## config.mk

```make
export PLATFORM = sky130hd
export DESIGN_NAME = pfa_monitor
export DESIGN_NICKNAME = d
export VERILOG_FILES = /design/src/rtl/pfa_pkg.sv /design/src/rtl/pfa_edge.sv /design/src/rtl/pfa_counter.sv /design/src/rtl/pfa_irq.sv /design/src/rtl/pfa_monitor.sv
export SDC_FILE = /design/constraint.sdc
export NUM_CORES = 1
export LEC_CHECK = 0
export CAP_MARGIN = 40
export CORE_MARGIN = 2
export CORE_UTILIZATION = 61
export CTS_CLUSTER_SIZE = 20
export DETAILED_ROUTE_END_ITERATION = 8
export DONT_BUFFER_PORTS = 1
export GPL_TIMING_DRIVEN = 0
export HOLD_SLACK_MARGIN = 0.15
export PLACE_DENSITY = 0.81
export SYNTH_ARGS = -nofsm -noshare
export SYNTH_HDL_FRONTEND = slang
export SYNTH_SLANG_ARGS = --single-unit
```

## constraint.sdc

```tcl
create_clock -name clk -period 2.5 [get_ports clk]
set_input_delay 0.5 -clock clk [delete_from_list [all_inputs] [get_ports clk]]
set_output_delay 0.5 -clock clk [all_outputs]
set_load 0.01 [all_outputs]
```

## src/rtl/pfa_pkg.sv

```systemverilog
package pfa_pkg;

   typedef enum logic [1:0] {
      RATE_HI  = 2'b00,
      RATE_MID = 2'b01,
      RATE_LO  = 2'b10,
      RATE_ALT = 2'b11
   } rate_e;

   typedef struct packed {
      logic rise;      // transition into the active level this cycle
      logic hold_now;  // active level has lasted HOLD_LIM samples incl. this one
      logic stalled;   // registered stall state
   } pulse_ev_t;

   function automatic int unsigned pick_len(input rate_e sel,
                                            input int unsigned len_hi,
                                            input int unsigned len_mid,
                                            input int unsigned len_lo);
      case (sel)
         RATE_MID: return len_mid;
         RATE_LO:  return len_lo;
         default:  return len_hi;
      endcase
   endfunction

endpackage

```

## src/rtl/pfa_edge.sv

```systemverilog
module pfa_edge
   import pfa_pkg::*;
#(
   parameter int unsigned HOLD_LIM  = 8,
   parameter int unsigned IN_STAGES = 0
) (
   input  logic      clk,
   input  logic      rst_n,
   input  logic      frame_in,
   input  logic      pol,
   output pulse_ev_t ev
);

   localparam int unsigned RUN_W = $clog2(HOLD_LIM + 1);
   localparam logic [RUN_W-1:0] RUN_MAX = RUN_W'(HOLD_LIM);
   localparam logic [RUN_W-1:0] RUN_TRIP = RUN_W'(HOLD_LIM - 1);

   logic             raw;
   logic             act;
   logic             prev_q;
   logic [RUN_W-1:0] run_q;
   logic             stall_q;
   logic             hold_now;

   generate
      if (IN_STAGES == 0) begin : g_direct
         assign raw = frame_in;
      end else begin : g_sync
         logic [IN_STAGES-1:0] sync_q;
         always_ff @(posedge clk) begin
            if (!rst_n) sync_q <= '0;
            else        sync_q <= {sync_q[IN_STAGES-2+((IN_STAGES==1)?1:0):0], frame_in};
         end
         assign raw = sync_q[IN_STAGES-1];
      end
   endgenerate

   assign act      = (raw == pol);
   assign hold_now = act && (run_q >= RUN_TRIP);

   always_ff @(posedge clk) begin
      if (!rst_n) begin
         prev_q  <= 1'b1;
         run_q   <= '0;
         stall_q <= 1'b0;
      end else begin
         prev_q  <= act;
         stall_q <= hold_now;
         if (!act)                 run_q <= '0;
         else if (run_q != RUN_MAX) run_q <= run_q + 1'b1;
      end
   end

   assign ev.rise     = act && !prev_q;
   assign ev.hold_now = hold_now;
   assign ev.stalled  = stall_q;

endmodule

```

## src/rtl/pfa_counter.sv

```systemverilog
module pfa_counter
   import pfa_pkg::*;
#(
   parameter int unsigned CNT_W   = 12,
   parameter int unsigned LEN_HI  = 2430,
   parameter int unsigned LEN_MID = 2048,
   parameter int unsigned LEN_LO  = 810
) (
   input  logic             clk,
   input  logic             rst_n,
   input  logic [1:0]       rate_sel,
   input  logic             realign,
   input  logic             hold,
   output logic [CNT_W-1:0] cnt,
   output logic             at_end
);

   localparam logic [CNT_W-1:0] LAST_HI  = CNT_W'(LEN_HI - 1);
   localparam logic [CNT_W-1:0] LAST_MID = CNT_W'(LEN_MID - 1);
   localparam logic [CNT_W-1:0] LAST_LO  = CNT_W'(LEN_LO - 1);

   logic [CNT_W-1:0] cnt_q;
   logic [CNT_W-1:0] last;

   always_comb begin
      case (rate_e'(rate_sel))
         RATE_MID: last = LAST_MID;
         RATE_LO:  last = LAST_LO;
         default:  last = LAST_HI;
      endcase
   end

   // ">=" so that a switch to a shorter frame wraps at once
   assign at_end = (cnt_q >= last);

   always_ff @(posedge clk) begin
      if (!rst_n)                      cnt_q <= '0;
      else if (hold || realign || at_end) cnt_q <= '0;
      else                             cnt_q <= cnt_q + 1'b1;
   end

   assign cnt = cnt_q;

endmodule

```

## src/rtl/pfa_irq.sv

```systemverilog
module pfa_irq (
   input  logic clk,
   input  logic rst_n,
   input  logic rise,
   input  logic misplaced,
   input  logic clr,
   output logic flag
);

   logic armed_q;
   logic flag_q;

   always_ff @(posedge clk) begin
      if (!rst_n) begin
         armed_q <= 1'b0;
         flag_q  <= 1'b0;
      end else begin
         if (rise) armed_q <= 1'b1;
         if (misplaced && armed_q) flag_q <= 1'b1;
         else if (clr)             flag_q <= 1'b0;
      end
   end

   assign flag = flag_q;

endmodule

```

## src/rtl/pfa_monitor.sv

```systemverilog
module pfa_monitor
   import pfa_pkg::*;
#(
   parameter int unsigned CNT_W     = 12,
   parameter int unsigned LEN_HI    = 2430,
   parameter int unsigned LEN_MID   = 2048,
   parameter int unsigned LEN_LO    = 810,
   parameter int unsigned HOLD_LIM  = 8,
   parameter int unsigned IN_STAGES = 0
) (
   input  logic             clk,
   input  logic             rst_n,
   input  logic [1:0]       rate_sel,
   input  logic             pulse_pol,
   input  logic             frame_in,
   input  logic             irq_clr,
   output logic [CNT_W-1:0] chan_cnt,
   output logic             frame_start,
   output logic             align_irq
);

   localparam int unsigned CNT_SPAN = 1 << CNT_W;

   generate
      if (LEN_HI < 2 || LEN_HI > CNT_SPAN) begin : g_bad_hi
         $error("LEN_HI out of range for CNT_W");
      end
      if (LEN_MID < 2 || LEN_MID > CNT_SPAN) begin : g_bad_mid
         $error("LEN_MID out of range for CNT_W");
      end
      if (LEN_LO < 2 || LEN_LO > CNT_SPAN) begin : g_bad_lo
         $error("LEN_LO out of range for CNT_W");
      end
      if (HOLD_LIM < 2) begin : g_bad_hold
         $error("HOLD_LIM must be at least 2");
      end
   endgenerate

   pulse_ev_t        ev;
   logic             at_end;
   logic             misplaced;
   logic             stall_w;
   logic [CNT_W-1:0] cnt_w;

   pfa_edge #(
      .HOLD_LIM  (HOLD_LIM),
      .IN_STAGES (IN_STAGES)
   ) u_edge (
      .clk      (clk),
      .rst_n    (rst_n),
      .frame_in (frame_in),
      .pol      (pulse_pol),
      .ev       (ev)
   );

   assign misplaced = ev.rise && !at_end && !ev.stalled;
   assign stall_w   = ev.stalled;

   pfa_counter #(
      .CNT_W   (CNT_W),
      .LEN_HI  (LEN_HI),
      .LEN_MID (LEN_MID),
      .LEN_LO  (LEN_LO)
   ) u_cnt (
      .clk      (clk),
      .rst_n    (rst_n),
      .rate_sel (rate_sel),
      .realign  (misplaced),
      .hold     (ev.hold_now),
      .cnt      (cnt_w),
      .at_end   (at_end)
   );

   pfa_irq u_irq (
      .clk       (clk),
      .rst_n     (rst_n),
      .rise      (ev.rise),
      .misplaced (misplaced),
      .clr       (irq_clr),
      .flag      (align_irq)
   );

   assign chan_cnt    = cnt_w;
   assign frame_start = (cnt_w == '0) && !stall_w;

endmodule

```

==> summary.txt <==
grt total ovfl = 0
Final Critical Period = 2.011 ns
CTS Hold Bufs = 0
clock transition at the registers of the reported paths = 0.11 ns
largest net degree at the start of global routing = 11
skew final = 0.003024 ns
Synth Area per Inst = 9.394 sq um
mux share of post-synthesis cell area = 0.009514
Cell Chain, Critical Path = inv_1 -> ha_1 -> nor4b_1 -> and3_1
ratio of cells with drive above 1 in the final layout = 0.1628
WS Path Type = flop to primary output
Fin. Hold Viols = 0
Core ar. = 1783 sq um
Synthesis Warnings = 0
vias per cell = 5.844
CTS Buf Count = 3
Hold Path Stages = 1
Slew @ Worst Pin = 0.3552 ns
Synth Area in Adders = 0.1480
final setup fails = 0
postcts setup bufs = 0
R2R Setup Slk = 0.67 ns
Initial Util = 0.6639
IO Port Bufs = 0
antenna viol nets, final = 0
Pins Over Slew Limit = 0
Worst setup EP type = primary output
clk sinks = 20
CP max-delay cell = dfxtp_1
post-synthesis xor/xnor area fraction = 0.1036
deepest clock path buffer count = 2
Clock Latency Late Sink = 0.30 ns
synthesized area = 1184 sq um
Setup TNS Final = 0 ns
post-CTS sizing = 0
area delta synth->final = 4.546%
post-synthesis simple-gate area fraction = 0.2664
Synth Register Bits = 20
DRT Pass-1 Iters = 4
fin crit share = 0.8043
Rel. slew slack = 0.7629
RSZ-0062 raised after global routing = false
RePlAce Congestion = 0.8718
worst IR drop on VDD = 0.3241 mV
CTS tree = done
Root Buffer = clkbuf_4
drt total wl = 2269 um
PwrDens = 454.7 nW/um^2
DRT iter0 DRCs = 13
Hold Crit Class = input port to flop
Distinct cells, synth = 31
FMAX = 497.4 MHz
drt drc = 0
Worst Path Max Fanout = 6
Hold Path End = u_edge.prev_q$_SDFF_PN1_
CP peak stage delay = 0.42 ns
compound-cell area share of the yosys netlist = 0.07928
r2r worst-path depth = 6
num rows = 15
# IOs = 21
first-pass GRT wire length = 3519 um
DIE HEIGHT = 48.05 um
critical path launch point type = flop
drt wl/cell = 14.73 um
status = finished clean
largest family of logic cells by synthesized area = simple AND/OR/NAND/NOR gates
reg-to-reg startpoint = u_cnt.cnt[7]$_SDFF_PP0_
max cap viols = 0
R2R Path End = u_cnt.cnt[5]$_SDFF_PP0_
Inst Count DP = 151
vias in the first global route = 837
H-tree level count = 1
Post-Layout Cell Count = 154
Data arrival, critical path = 1.51 ns
register area share after synthesis = 0.3383
initial antenna violation count = 0
Nets = 152
Mapped Cells = 126
gr usage total = 0.2187
Worst EP required = 2.00 ns
Mapped Nets = 147
Die Width = 48.05 um
final HPWL from detailed placement = 1708 um
worst hold start = rst_n
Antenna diodes = 0
die footprint = 2309 sq um
via count = 900
Lkg Pwr = 0.5148 nW
## final cells by class
class | instances | area [sq um]
buffer | 3 | 27.53
fill | 148 | 545.5
tap | 25 | 31.28
sequential | 20 | 400.4
multi-input combinational | 93 | 718.2
clock buffer | 3 | 22.52
inverter | 10 | 37.54
## power by group
part	total, mW	switching [mW]	internal, mW
Combinational	0.0670	0.0395	0.0275
Clock	0.151	0.0951	0.0562
Sequential	0.344	0.0159	0.328
Total	0.563	0.151	0.412
## worst max-delay path by stage
stage                                 start                       end  slack (ns)
floorplan                       rate_sel[0]  u_cnt.cnt[11]$_SDFF_PP0_        0.45
global placement                rate_sel[0]   u_cnt.cnt[6]$_SDFF_PP0_        0.33
detailed placement              rate_sel[0]   u_cnt.cnt[5]$_SDFF_PP0_        0.30
CTS                 u_cnt.cnt[1]$_SDFF_PP0_               frame_start        0.50
global route        u_cnt.cnt[0]$_SDFF_PP0_               frame_start        0.38
finish              u_cnt.cnt[1]$_SDFF_PP0_               frame_start        0.49
## cells in the final DEF, fill, tap and decap left out, drive strengths merged
cell type,n
xnor2,6
nor4,2
nand3b,1
o31ai,1
nor2b,1
inv,10
mux2,1
buf,3
xor2,8
nand4,3
a221oi,1
a31oi,1
a21o,1
a21oi,3
nor4b,1
dfxtp,20
nand3,6
o21a,2
nand2,8
a31o,1
clkbuf,3
ha,14
nor3,14
and4,2
nor2,8
o21ai,3
and3,5
## worst max-delay path, delay by kind of cell, from the launching register on
kind	cells	cell delay, ns
simple gates	2	0.51
flops	1	0.42
fa+ha+maj	1	0.16
buf+inv	1	0.12
## per-stage QoR
stage          setup slack, ns  hold slack [ns]  utilization  cell area, sq um  power, mW
2_1_floorplan           0.4492           0.4354            -              1184     0.3998
3_3_place_gp            0.3350           0.4449       0.6814              1215     0.4115
3_5_place_dp            0.3046           0.4633       0.6814              1215     0.4158
4_1_cts                 0.5021           0.2558       0.6940              1237     0.5630
5_1_grt                 0.3833           0.2584       0.6940              1237     0.5899
6_report                0.4893           0.2589       0.6940              1237     0.5627
## kinds of logic after synthesis
| group | count (synthesis) |
|---|---|
| muxes | 1 |
| buffers and inverters | 13 |
| DFF | 20 |
| and+or+nand+nor | 51 |
| AOI/OAI and AO/OA | 13 |
| adders and majority gates | 14 |
| xor gates and xnor gates | 14 |
## registers in the layout, summed over array words and instances (netlist names)
register and cells:
u_irq.armed_q 1, u_irq.flag 1, u_edge.run_q 4, u_edge.stall_q 1, u_edge.prev_q 1, u_cnt.cnt 12
## layer usage
metal	track usage	wire [um]	up-vias
met1	0.2506	967	418
met3	0.05660	132	7
met5	0	0	-
li1	-	-	450
met2	0.3760	1118	25
met4	0.1027	51	0
## synth_stat cells (all sizes together)
master	n	area [sq um]
nand2	8	30.03
and3	5	32.53
nand3	6	30.03
xnor2	6	52.55
dfxtp	20	400.4
nor4	2	12.51
nor2	8	30.03
nand4	3	18.77
a221oi	1	15.01
nand3b	1	7.510
nor2b	1	6.260
mux2	1	11.26
a21oi	3	15.01
o21ai	3	18.77
ha	14	175.2
a31o	1	8.760
xor2	8	70.07
inv	10	37.54
o31ai	1	7.510
and4	2	18.77
buf	3	27.52
a31oi	1	6.260
nor3	14	120.1
a21o	1	7.510
o21a	2	15.01
nor4b	1	8.760
Power figures use the tool's default switching activity.
